[src/rtl/upcnt_timer_pkg.sv]
package upcnt_timer_pkg;

    localparam int ADDR_W = 3;
    localparam int FLAG_W = 2;
    localparam int FLG_UPD = 0;
    localparam int FLG_CMP = 1;

    typedef enum logic [ADDR_W-1:0] {
        A_CTRL   = 3'd0,
        A_IEN    = 3'd1,
        A_STAT   = 3'd2,
        A_EVGEN  = 3'd3,
        A_COUNT  = 3'd4,
        A_DIVPRE = 3'd5,
        A_RELOAD = 3'd6,
        A_CMP    = 3'd7
    } reg_addr_e;

endpackage

[src/rtl/upcnt_prescale.sv]
module upcnt_prescale #(
    parameter int W = 16
) (
    input  logic         clk,
    input  logic         rst_n,
    input  logic         run,
    input  logic         upd_evt,
    input  logic         pre_wr,
    input  logic [W-1:0] pre_wdata,
    output logic         tick,
    output logic [W-1:0] pre_q,
    output logic [W-1:0] act_q
);

    typedef struct packed {
        logic [W-1:0] pcnt;
        logic [W-1:0] act;
        logic [W-1:0] pre;
    } psc_t;

    psc_t st_d, st_q;

    assign tick  = run && (st_q.pcnt == st_q.act);
    assign pre_q = st_q.pre;
    assign act_q = st_q.act;

    always_comb begin
        st_d = st_q;
        if (pre_wr) begin
            st_d.pre = pre_wdata;
        end
        if (upd_evt) begin
            // transfer uses the value held before this cycle's write
            st_d.pcnt = '0;
            st_d.act  = st_q.pre;
        end else if (run) begin
            st_d.pcnt = tick ? '0 : st_q.pcnt + W'(1);
        end
    end

    always_ff @(posedge clk or negedge rst_n) begin
        if (!rst_n) begin
            st_q <= '0;
        end else begin
            st_q <= st_d;
        end
    end

endmodule

[src/rtl/upcnt_counter.sv]
module upcnt_counter #(
    parameter int W = 16
) (
    input  logic         clk,
    input  logic         rst_n,
    input  logic         tick,
    input  logic         force_upd,
    input  logic         cnt_wr,
    input  logic         arr_wr,
    input  logic         cmp_wr,
    input  logic [W-1:0] wdata,
    output logic [W-1:0] count_q,
    output logic [W-1:0] arr_q,
    output logic [W-1:0] cmp_q,
    output logic         upd_evt,
    output logic         cmp_evt
);

    typedef struct packed {
        logic [W-1:0] count;
        logic [W-1:0] arr;
        logic [W-1:0] cmp;
    } cnt_t;

    cnt_t st_d, st_q;

    logic         wrap;
    logic         adv;
    logic [W-1:0] tick_val;

    // a software count write owns the cycle; its tick is dropped
    assign adv      = tick && !cnt_wr;
    assign wrap     = adv && (st_q.count == st_q.arr);
    assign tick_val = wrap ? '0 : st_q.count + W'(1);
    assign upd_evt  = force_upd || wrap;
    assign cmp_evt  = adv && !force_upd && (tick_val == st_q.cmp);

    assign count_q = st_q.count;
    assign arr_q   = st_q.arr;
    assign cmp_q   = st_q.cmp;

    always_comb begin
        st_d = st_q;
        if (arr_wr) begin
            st_d.arr = wdata;
        end
        if (cmp_wr) begin
            st_d.cmp = wdata;
        end
        if (cnt_wr) begin
            st_d.count = wdata;
        end else if (upd_evt) begin
            st_d.count = '0;
        end else if (adv) begin
            st_d.count = tick_val;
        end
    end

    always_ff @(posedge clk or negedge rst_n) begin
        if (!rst_n) begin
            st_q       <= '0;
            st_q.arr   <= '1;
        end else begin
            st_q <= st_d;
        end
    end

endmodule

[src/rtl/upcnt_regs.sv]
module upcnt_regs
    import upcnt_timer_pkg::*;
#(
    parameter int W = 16
) (
    input  logic              clk,
    input  logic              rst_n,
    input  logic              bus_sel,
    input  logic              bus_wr,
    input  logic [ADDR_W-1:0] bus_addr,
    input  logic [1:0]        wdata_lo,
    input  logic              upd_evt,
    input  logic              cmp_evt,
    input  logic [W-1:0]      count_q,
    input  logic [W-1:0]      arr_q,
    input  logic [W-1:0]      cmp_q,
    input  logic [W-1:0]      pre_q,
    output logic              run,
    output logic              cnt_wr,
    output logic              arr_wr,
    output logic              cmp_wr,
    output logic              pre_wr,
    output logic              force_upd,
    output logic [FLAG_W-1:0] flags,
    output logic [W-1:0]      rdata,
    output logic              irq
);

    typedef struct packed {
        logic              run;
        logic [FLAG_W-1:0] ien;
        logic [FLAG_W-1:0] flg;
    } ctl_t;

    ctl_t st_d, st_q;

    logic      wr_any;
    reg_addr_e addr;

    assign addr   = reg_addr_e'(bus_addr);
    assign wr_any = bus_sel && bus_wr;

    assign cnt_wr    = wr_any && (addr == A_COUNT);
    assign arr_wr    = wr_any && (addr == A_RELOAD);
    assign cmp_wr    = wr_any && (addr == A_CMP);
    assign pre_wr    = wr_any && (addr == A_DIVPRE);
    assign force_upd = wr_any && (addr == A_EVGEN) && wdata_lo[0];

    assign run   = st_q.run;
    assign flags = st_q.flg;
    assign irq   = |(st_q.flg & st_q.ien);

    always_comb begin
        st_d = st_q;
        if (wr_any && addr == A_CTRL) begin
            st_d.run = wdata_lo[0];
        end
        if (wr_any && addr == A_IEN) begin
            st_d.ien = wdata_lo;
        end
        if (wr_any && addr == A_STAT) begin
            st_d.flg = st_q.flg & wdata_lo;
        end
        // hardware set wins over a same-cycle clear
        if (upd_evt) begin
            st_d.flg[FLG_UPD] = 1'b1;
        end
        if (cmp_evt) begin
            st_d.flg[FLG_CMP] = 1'b1;
        end
    end

    always_comb begin
        rdata = '0;
        unique case (addr)
            A_CTRL:   rdata[0] = st_q.run;
            A_IEN:    rdata[FLAG_W-1:0] = st_q.ien;
            A_STAT:   rdata[FLAG_W-1:0] = st_q.flg;
            A_EVGEN:  rdata = '0;
            A_COUNT:  rdata = count_q;
            A_DIVPRE: rdata = pre_q;
            A_RELOAD: rdata = arr_q;
            A_CMP:    rdata = cmp_q;
            default:  rdata = '0;
        endcase
    end

    always_ff @(posedge clk or negedge rst_n) begin
        if (!rst_n) begin
            st_q <= '0;
        end else begin
            st_q <= st_d;
        end
    end

endmodule

[src/rtl/upcnt_timer.sv]
module upcnt_timer
    import upcnt_timer_pkg::*;
#(
    parameter int W = 16
) (
    input  logic              clk,
    input  logic              rst_n,
    input  logic              bus_sel,
    input  logic              bus_wr,
    input  logic [ADDR_W-1:0] bus_addr,
    input  logic [W-1:0]      bus_wdata,
    output logic [W-1:0]      bus_rdata,
    output logic              irq
);

    logic              run_w;
    logic              tick_w;
    logic              upd_w;
    logic              cmp_evt_w;
    logic              cnt_wr_w;
    logic              arr_wr_w;
    logic              cmp_wr_w;
    logic              pre_wr_w;
    logic              force_w;
    logic [W-1:0]      count_w;
    logic [W-1:0]      arr_w;
    logic [W-1:0]      cmp_w;
    logic [W-1:0]      pre_w;
    logic [W-1:0]      act_w;
    logic [FLAG_W-1:0] flags_w;

    upcnt_prescale #(.W(W)) u_psc (
        .clk       (clk),
        .rst_n     (rst_n),
        .run       (run_w),
        .upd_evt   (upd_w),
        .pre_wr    (pre_wr_w),
        .pre_wdata (bus_wdata),
        .tick      (tick_w),
        .pre_q     (pre_w),
        .act_q     (act_w)
    );

    upcnt_counter #(.W(W)) u_cnt (
        .clk       (clk),
        .rst_n     (rst_n),
        .tick      (tick_w),
        .force_upd (force_w),
        .cnt_wr    (cnt_wr_w),
        .arr_wr    (arr_wr_w),
        .cmp_wr    (cmp_wr_w),
        .wdata     (bus_wdata),
        .count_q   (count_w),
        .arr_q     (arr_w),
        .cmp_q     (cmp_w),
        .upd_evt   (upd_w),
        .cmp_evt   (cmp_evt_w)
    );

    upcnt_regs #(.W(W)) u_regs (
        .clk       (clk),
        .rst_n     (rst_n),
        .bus_sel   (bus_sel),
        .bus_wr    (bus_wr),
        .bus_addr  (bus_addr),
        .wdata_lo  (bus_wdata[1:0]),
        .upd_evt   (upd_w),
        .cmp_evt   (cmp_evt_w),
        .count_q   (count_w),
        .arr_q     (arr_w),
        .cmp_q     (cmp_w),
        .pre_q     (pre_w),
        .run       (run_w),
        .cnt_wr    (cnt_wr_w),
        .arr_wr    (arr_wr_w),
        .cmp_wr    (cmp_wr_w),
        .pre_wr    (pre_wr_w),
        .force_upd (force_w),
        .flags     (flags_w),
        .rdata     (bus_rdata),
        .irq       (irq)
    );

endmodule

[config.mk]
export PLATFORM = sky130hd
export DESIGN_NAME = upcnt_timer
export DESIGN_NICKNAME = d
export VERILOG_FILES = /design/src/rtl/upcnt_timer_pkg.sv /design/src/rtl/upcnt_prescale.sv /design/src/rtl/upcnt_counter.sv /design/src/rtl/upcnt_regs.sv /design/src/rtl/upcnt_timer.sv
export SDC_FILE = /design/constraint.sdc
export NUM_CORES = 1
export LEC_CHECK = 0
export ABC_AREA = 1
export BUFFER_PORTS_ARGS = -buffer_cell sky130_fd_sc_hd__buf_2
export CAP_MARGIN = 20
export CORE_ASPECT_RATIO = 1.1
export CORE_MARGIN = 10
export CORE_UTILIZATION = 68
export CTS_BUF_LIST = sky130_fd_sc_hd__clkbuf_4 sky130_fd_sc_hd__clkbuf_8
export DETAILED_ROUTE_END_ITERATION = 12
export PLACE_DENSITY = 0.91
export SKIP_LAST_GASP = 1
export SLEW_MARGIN = 20
export SYNTH_ARGS = -nofsm -noshare
export SYNTH_HDL_FRONTEND = slang
export SYNTH_SLANG_ARGS = --single-unit
[constraint.sdc]
create_clock -name clk -period 3.8 [get_ports clk]
set_input_delay 0.95 -clock clk [delete_from_list [all_inputs] [get_ports clk]]
set_output_delay 0.95 -clock clk [all_outputs]
set_load 0.02 [all_outputs]
; After elaboration in Yosys (flattened, before gate mapping)
; Index checks and enable logic that the tools add are counted.
; Widths: inputs -> output; s select.
[word_totals]
out_inout_bits = 17
register_bits = 101
[classes]
addsub = 2
eq_ne = 10
n_mux = 13
reduce_logical = 24
n_bitwise = 2
[op_table]
columns = operator, count
row1 = $mux 16, 7
row2 = $pmux 14 s4, 1
row3 = $eq 16x16->1, 3
row4 = $add 16x1->16 const B, 2
row5 = $logic_and 1x1->1, 15
row6 = $eq 3x3->1 const B, 4
row7 = $pmux 1 s8, 1
row8 = $eq 3x2->1 const B, 2
row9 = $pmux 1 s6, 1
row10 = $reduce_bool 2->1, 3
row11 = $and 2x2->2, 2
row12 = $eq 3x1->1 const B, 1
row13 = $logic_not 3->1, 1
row14 = $reduce_bool 3->1, 1
row15 = $logic_not 1->1, 2
row16 = $mux 1, 2
row17 = $mux 2, 1
row18 = $reduce_or 2->1, 1
row19 = $logic_or 1x1->1, 1

; Longest topological paths before layout
; Gate-level depths: netlist (run 1).
[logic_depth]
ltp_word = 9
mapped_depth = 18

; Cells and area by module
; From an unflattened synthesis (run 1), not the netlist that was laid out.
[unflattened]
hier_cells = 944
hier_area_um2 = 6706.4
[by_module_without_submodules]
columns = module, area_per_inst_um2, n_inst, cells_per_inst
row1 = upcnt_counter, 3126.7, 1, 459
row2 = upcnt_prescale, 2731.4, 1, 336
row3 = upcnt_regs, 848.3, 1, 149

; Worst setup path before layout (run 1)
; OpenSTA, ideal clock, no wires.
[synth_timing]
kind = in2out
start = input bus_addr[1]
end = output bus_rdata[10]
path_slack_ns = 0.791
n_path_buf = 2
arrival_ns = 2.059
path_stages = 5
t_required_ns = 2.850
cell_sequence = buf_2 > nor2_1 > nand2_1 > clkbuf_1 > o221ai_1
[synth_between]
elab_chain_cells = 2
[synth_rtl]
columns = item, line
row1 = "start, declared", upcnt_timer.sv:10  ; input logic [ADDR_W-1:0] bus_addr,
row2 = $eq 3x3->1, upcnt_regs.sv:75  ; unique case (addr)
row3 = $pmux 14 s4 *, upcnt_regs.sv:75
row4 = "end, declared", upcnt_timer.sv:12  ; output logic [W-1:0] bus_rdata,
; Mark *: on every way between the ends. The rest lies on a longest branch, timed or not.

; Worst setup path after layout (run 1)
[layout_timing]
start = input bus_addr[1]
end = output bus_rdata[13]
; The elaborated chain is that of the path after synthesis.

==> out/summary.json, run 1 <==
{
  "n_antenna_cell": 0,
  "regToRegSetupSlack_ns": 1.22,
  "worstPathMaxFanout": 10,
  "hold_start": "u_psc.pre_q[5]",
  "pwr-share-seq_pct": 46.9,
  "synth_async_sr_flop_share_pct": 100,
  "max_cap_violations": 0,
  "synth.ff_latch_count": 101,
  "p_int_mw": 2.06,
  "rr_startpoint": "u_regs.run",
  "dieWidth_microns": 111,
  "cts-root-buf": "clkbuf_8",
  "p_leak_nw": 3.35,
  "postCtsSetupRepairBufs": 0,
  "required_ns": 2.85,
  "synth_compound_gate_area_share_pct": 14.4,
  "design.final.nets": 890,
  "end_kind": "output port",
  "hold_path_depth": 2,
  "total_routing_usage_gr_pct": 26.0,
  "finalMaxSlewViolations": 0,
  "p_clk_share_pct": 19.5,
  "cts-root-to-sink-buffers": 2,
  "most_used_standard_cell_by_instance_count_after_synthesis": "nand2_1",
  "placed_area_sq_um": 6530,
  "pwr_density_cell_nw_per_um2": 509,
  "timing.setup.tns_ns": 0,
  "drt_wl_total_microns": 17200,
  "place_inst": 968,
  "avgRoutedWirePerCell_microns": 17.4,
  "grt_start_max_net_pins": 77,
  "cts-htree-levels": 3,
  "fp.dieArea_sq_um": 13400,
  "first_pass_grt_wire_length_microns": 28800,
  "port-buffer-count": 39,
  "synth_top_family_by_area": "simple AND/OR/NAND/NOR gates",
  "regToRegEndpoint": "u_cnt.count_q[6]",
  "cts.reportedPaths.clkPinSlew_ns": 0.09,
  "yosys.area_share.xor_xnor_pct": 4.30,
  "proportion_of_synthesized_chip_area_in_sequential_cells_pct": 40.7,
  "gp_congestion": 0.984,
  "vias_in_the_first_global_route": 5952,
  "drt-pass1-iter-count": 6,
  "via_per_inst": 5.94,
  "die_height_microns": 121,
  "finalCriticalPeriod_ns": 3.17,
  "synth_edf_count": 0,
  "startpoint": "bus_addr[1]",
  "clkLatencyLatePin_ns": 0.38,
  "synthAdderAreaFrac_pct": 0.400,
  "final_antenna_net_count": 0,
  "ioPinCount": 40,
  "maxSlewHeadroom_pct": 35.5,
  "place.detailed.hpwl_microns": 12600,
  "synth_area_per_cell_sq_um": 7.52,
  "global_route.overflow_total": 0,
  "synth_cells": 832,
  "numCtsBuffers": 9,
  "fp.coreArea_sq_um": 8920,
  "whs_endpoint": "u_psc.act_q[5]",
  "finalHoldWorstSlack_ns": 0.495,
  "logic_gate_share_of_total_power_pct": 33.7,
  "detail_route.drc_violations": 0,
  "finish.cell_count_without_fillers": 984,
  "synth-warning-count": 0,
  "post-route-util_pct": 75.4,
  "synth-simple-area-share_pct": 29.2,
  "setup_repair_after_global_routing_missed_its_margin": "no",
  "drtIter0Drc": 696,
  "switching_share_pct": 39.7,
  "finClkSkew_ns": 0.00822,
  "worst-slew-pin-transition_ns": 0.968,
  "synth.area.mux_share_pct": 0,
  "setup-violations-final": 0,
  "postSynthNetCount": 857,
  "class_of_the_tightest_hold_or_removal_check": "flop to flop",
  "initial_core_utilization_pct": 70.1,
  "netlist_top_cells_area": "dfrtp_1 (34%), nand2_1 (14%), inv_1 (7.3%), dfstp_2 (6.7%), o21ai_0 (6.2%)",
  "synth_flop_cell": "dfrtp_1",
  "post_cts.resized_instances": 0,
  "tcrit_tclk_final_pct": 83.5,
  "netlist_area_before_placement_sq_um": 6250,
  "worstRegToRegCells": 13,
  "cp.arrival_ns": 2.22,
  "cts_hold_repair.buffers": 0,
  "grt_antenna_before_repair": 0,
  "yosys.cell_types.count": 47,
  "core.rowCount": 36,
  "status": "finished, final reports clean",
  "synth.top_cell.area_share_pct": 34.0,
  "drive_gt1_share_pct": 16.2,
  "start_kind": "primary input",
  "area_added_between_synthesis_and_finish_pct": 7.44,
  "finalHoldViolations": 0,
  "post-synth-top-area-cell": "dfrtp_1",
  "highest_attainable_clock_frequency_mhz": 315,
  "maximum_vdd_ir_drop_mv": 0.339,
  "timing.setup.critical_path_class": "primary input to output port",
  "netSwitchingPower_mw": 1.36,
  "cts_sinks": 101,
  "ys_top_cells_by_count": "nand2_1 (241), inv_1 (122), dfrtp_1 (85)",
  "tritoncts": "done",
  "total_non_filler_cell_area_in_the_finished_layout_sq_um": 6720,
  "dr_total_vias": 5841
}
## registers in the layout (all words and copies together), names as in the netlist
name and cells:
u_regs.st_q 2, u_regs.run 1, u_psc.pre_q 16, u_regs.flags 2
u_cnt.arr_q 16, u_psc.act_q 16, u_psc.st_q 16, u_cnt.count_q 16
u_cnt.cmp_q 16
## cell type report
class | instances | area [sq um]
multi-input combinational | 562 | 3020
sequential | 101 | 2550
fill | 669 | 2200
inverter | 139 | 527
timing repair buffer | 52 | 295
clock buffer | 13 | 166
tap | 114 | 143
clock inverter | 3 | 20.0
## power by group through the flow
| stage | Clock, mW | Combinational (mW) | Sequential [mW] |
|---|---|---|---|
| global route | 0.711 | 1.30 | 1.63 |
| detailed placement | 0 | 1.13 | 1.61 |
| finish | 0.666 | 1.15 | 1.60 |
| CTS | 0.667 | 1.14 | 1.59 |
| floorplan | 0 | 0.888 | 1.52 |
| global placement | 0 | 1.09 | 1.60 |
## critical path, stage by stage
cell and delay (ns):
buf_2 0.17, nand3_1 0.29, buf_4 0.31, o22a_1 0.22, o221ai_1 0.07, buf_2 0.20
## placed cells by master, fill, tap and decap left out, drive strengths merged
| master | n |
|---|---|
| o211ai | 4 |
| a211o | 5 |
| o22a | 9 |
| nor3 | 10 |
| clkinv | 2 |
| a21oi | 10 |
| a31oi | 2 |
| nor2 | 56 |
| o32ai | 2 |
| o31ai | 1 |
| xnor2 | 14 |
| dfrtp | 85 |
| nand3 | 52 |
| clkinvlp | 2 |
| o21ai | 78 |
| ha | 2 |
| nand4 | 15 |
| buf | 52 |
| a211oi | 1 |
| nor4 | 3 |
| o221ai | 20 |
| nand2 | 250 |
| dfstp | 16 |
| a221oi | 1 |
| clkbuf | 13 |
| o2111ai | 1 |
| o22ai | 10 |
| inv | 138 |
| nand3b | 1 |
| xor2 | 15 |
## logic make-up after synthesis
logic type               Yosys count
AO/OA/AOI/OAI                    144
adder cells (fa/ha/maj)            2
XOR/XNOR                          29
AND/OR/NAND/NOR                  387
buffers and inverters            169
flip-flops                       101
## per-stage QoR
step	power [mW]	worst slack (ns)
3_3_place_gp	2.69	0.713
5_1_grt	3.65	0.528
4_1_cts	3.40	0.649
3_5_place_dp	2.74	0.638
2_1_floorplan	2.41	0.791
6_report	3.42	0.628
## how the worst max path moves through the flow
stage	end	slack [ns]	cells past startpoint
global route	bus_rdata[14]	0.53	6
global placement	bus_rdata[13]	0.71	6
finish	bus_rdata[13]	0.63	6
detailed placement	u_cnt.count_q[6]	0.64	12
CTS	bus_rdata[9]	0.65	6
floorplan	bus_rdata[10]	0.79	5
## per-layer routing
layer,GRT usage (%),share of wire (%),vias up
li1,-,-,2742
met3,4.35,7.9,61
met1,30.6,38,2740
met2,44.6,50,298
met5,0,0,-
met4,14.4,4.0,0
(Power assumes the default switching activity.)
==> run 2: changes to the inputs <==
--- a/config.mk
+++ b/config.mk
@@ -10,10 +10,10 @@
 export CAP_MARGIN = 20
 export CORE_ASPECT_RATIO = 1.1
 export CORE_MARGIN = 10
-export CORE_UTILIZATION = 68
+export CORE_UTILIZATION = 57
 export CTS_BUF_LIST = sky130_fd_sc_hd__clkbuf_4 sky130_fd_sc_hd__clkbuf_8
 export DETAILED_ROUTE_END_ITERATION = 12
-export PLACE_DENSITY = 0.91
+export PLACE_DENSITY = 0.82
 export SKIP_LAST_GASP = 1
 export SLEW_MARGIN = 20
 export SYNTH_ARGS = -nofsm -noshare
==> constraint.sdc (replaced) <==
create_clock -name clk -period 2.75 [get_ports clk]
set_input_delay 0.6875 -clock clk [delete_from_list [all_inputs] [get_ports clk]]
set_output_delay 0.6875 -clock clk [all_outputs]
set_load 0.02 [all_outputs]
==> run 2 against run 1 <==
Final cell count up 4.0%. Power up 36%. Die area up 16%. Utilization down 12 points. Sequential share of layout area down 0.64 points. Count of clock-buffer cells in the layout down 3. Register-to-register slack worse by 0.78 ns. Critical path type unchanged.
==> out/summary.json, run 2 (synthesis gave the netlist of run 1 again) <==
{
  "status": "finished, final reports clean",
  "fp.coreArea": {"value": 10800, "unit": "sq um", "change": "+21%"},
  "post_cts.resized_instances": {"value": 0, "change": "unchanged"},
  "cts-root-buf": "clkbuf_8",
  "grt_antenna_before_repair": {"value": 0, "change": "unchanged"},
  "timing.critical_path.slowest_cell_delay": {"value": 0.34, "unit": "ns", "change": "+0.03 ns"},
  "core.rowCount": {"value": 40, "change": "+11%"},
  "postCtsSetupRepairBufs": {"value": 0, "change": "unchanged"},
  "final_antenna_net_count": {"value": 0, "change": "unchanged"},
  "total_buffers_and_inverters_traversed_by_the_critical_path": {"value": 3, "change": "unchanged"},
  "cp.arrival": {"value": 1.96, "unit": "ns", "change": "-0.26 ns"},
  "grt_start_max_net_pins": {"value": 47, "change": "-39%"},
  "gp_congestion": {"value": 0.959, "change": "-2.5%"},
  "dieWidth": {"value": 120, "unit": "microns", "change": "+7.6%"},
  "ioPinCount": {"value": 40, "change": "unchanged"},
  "n_antenna_cell": {"value": 0, "change": "unchanged"},
  "design.final.nets": {"value": 896, "change": "+0.67%"},
  "timing.setup.tns": {"value": 0, "unit": "ns", "change": "unchanged"},
  "timing.setup.critical_path_class": "primary input to output port",
  "finClkSkew": {"value": 0.0141, "unit": "ns", "change": "+0.00587 ns"},
  "pwr_density_cell": {"value": 680, "unit": "nW/um^2", "change": "+34%"},
  "cts_sinks": {"value": 101, "change": "unchanged"},
  "cpMostUsedCell": "buf_2",
  "detail_route.drc_violations": {"value": 0, "change": "unchanged"},
  "most-common-layout-cells": "nand2_1 (241), inv_1 (122), dfrtp_1 (85), o21ai_0 (77), nand3_1 (42)",
  "finalHoldViolations": {"value": 0, "change": "unchanged"},
  "max_cap_violations": {"value": 0, "change": "unchanged"},
  "p_leak": {"value": 3.39, "unit": "nW", "change": "+0.98%"},
  "drt-pass1-iter-count": {"value": 5, "change": "-1"},
  "timing.critical_path.cells": "buf_2 -> nor2_4 -> nand2_2 -> inv_1 -> a221oi_1 -> o221ai_1 -> buf_2",
  "critical-path-slowest-cell": "a221oi_1",
  "via_per_inst": {"value": 5.43, "change": "-8.6%"},
  "highest_attainable_clock_frequency_mhz": 378,
  "start_kind": "primary input",
  "drt_wl_total": {"value": 16200, "unit": "microns", "change": "-5.7%"},
  "worstPathMaxFanout": {"value": 7, "change": "-3"},
  "finalCriticalPeriod_ns": 2.65,
  "cts-root-to-sink-buffers": {"value": 2, "change": "unchanged"},
  "cts_hold_repair.buffers": {"value": 0, "change": "unchanged"},
  "dr_total_vias": {"value": 5552, "change": "-4.9%"},
  "die_height": {"value": 130, "unit": "microns", "change": "+7.7%"},
  "fp.dieArea": {"value": 15600, "unit": "sq um", "change": "+16%"},
  "class_of_the_tightest_hold_or_removal_check": "primary input to async pin",
  "setup-violations-final": {"value": 0, "change": "unchanged"},
  "path_delay_family": "buffers and inverters",
  "cts-htree-levels": {"value": 3, "change": "unchanged"},
  "global_route.overflow_total": {"value": 0, "change": "unchanged"},
  "avgRoutedWirePerCell": {"value": 15.8, "unit": "microns", "change": "-9.3%"},
  "required": {"value": 2.06, "unit": "ns", "change": "-0.79 ns"},
  "vias_in_the_first_global_route": {"value": 5474, "change": "-8.0%"},
  "finalMaxSlewViolations": {"value": 0, "change": "unchanged"},
  "place.detailed.hpwl": {"value": 12200, "unit": "microns", "change": "-2.9%"},
  "post-route-util": {"value": 63.2, "unit": "%", "change": "-12 points"},
  "drive_gt1_share": {"value": 17.0, "unit": "%", "change": "+0.80 points"},
  "tcrit_tclk_final_pct": 96.3,
  "area_added_between_synthesis_and_finish_pct": 9.28,
  "end_kind": "output port",
  "first_pass_grt_wire_length": {"value": 26600, "unit": "microns", "change": "-7.6%"},
  "regToRegSetupSlack": {"value": 0.44, "unit": "ns", "change": "-0.78 ns"},
  "cts.reportedPaths.clkPinSlew": {"value": 0.09, "unit": "ns", "change": "about the same"},
  "total_routing_usage_gr": {"value": 21.4, "unit": "%", "change": "-4.6 points"},
  "initial_core_utilization": {"value": 57.9, "unit": "%", "change": "-12 points"},
  "worst-slew-pin-transition": {"value": 0.480, "unit": "ns", "change": "-0.488 ns"},
  "port-buffer-count": {"value": 39, "change": "unchanged"},
  "layout_commonest_cell": "nand2_1",
  "drtIter0Drc": {"value": 535, "change": "-23%"},
  "clkLatencyLatePin": {"value": 0.40, "unit": "ns", "change": "+0.02 ns"},
  "maxSlewHeadroom": {"value": 68.0, "unit": "%", "change": "+33 points"},
  "setup_repair_after_global_routing_missed_its_margin": "no",
  "numCtsBuffers": {"value": 9, "change": "unchanged"},
  "maximum_vdd_ir_drop": {"value": 0.565, "unit": "mV", "change": "+67%"},
  "tritoncts": "done"
}
run 2: cell types whose count changed in the layout (fill, tap and decap cells not counted):
cell	delta
buf_12	+3
clkinv_2	+1
nor2_2	+2
clkbuf_4	-1
buf_4	+3
nor2_1	-2
clkbuf_8	-2
clkinvlp_4	+1
clkinv_4	+1
run 2: power by group:
| part | internal (mW) | leakage (nW) | switching, mW |
|---|---|---|---|
| clock | 0.337 | 0.0817 | 0.538 |
| sequential | 1.87 | 1.20 | 0.348 |
| combinational | 0.585 | 2.10 | 0.972 |
| total | 2.79 | 3.39 | 1.86 |
run 2: path summary, 6_finish.rpt:
path / from / endpoint / depth (start not counted)
worst max register to register: u_psc.st_q[40] / u_cnt.count_q[10] / 9
max in group asynchronous: rst_n / u_cnt.arr_q[10] / 2
worst min-delay path: rst_n / u_psc.st_q[41] / 1
worst min register to register: u_psc.pre_q[1] / u_psc.act_q[1] / 2
worst max-delay path: bus_addr[1] / bus_rdata[1] / 7
min in group clk: u_psc.pre_q[1] / u_psc.act_q[1] / 2
run 2: stage by stage:
step / area [sq um] / setup WS [ns] / power [mW] / instances / hold WS [ns]
after CTS: 6840 / 0.109 / 4.66 / 1023 / 0.243
after global placement: 6660 / 0.186 / 3.75 / 1007 / 0.468
after global routing: 6840 / 0.00759 / 4.98 / 1023 / 0.264
after floorplan: 6250 / 0.266 / 3.33 / 832 / 0.392
after detailed placement: 6660 / 0.111 / 3.78 / 1007 / 0.481
final: 6840 / 0.101 / 4.65 / 1023 / 0.244
run 2: routing by layer:
layer | up-vias | share of wire (%) | global-route usage [%]
met2 | 166 | 49 | 36.5
met3 | 46 | 5.4 | 5.32
met4 | 0 | 3.8 | 9.66
met5 | - | 0 | 0
li1 | 2754 | - | -
met1 | 2586 | 42 | 25.1
run 2: final cells by class:
class	count	area (sq um)
clock buffer	10	131
timing repair buffer	58	378
inverter	139	527
multi-input combinational	562	3030
tap	147	184
sequential	101	2550
fill	995	3980
clock inverter	6	41.3
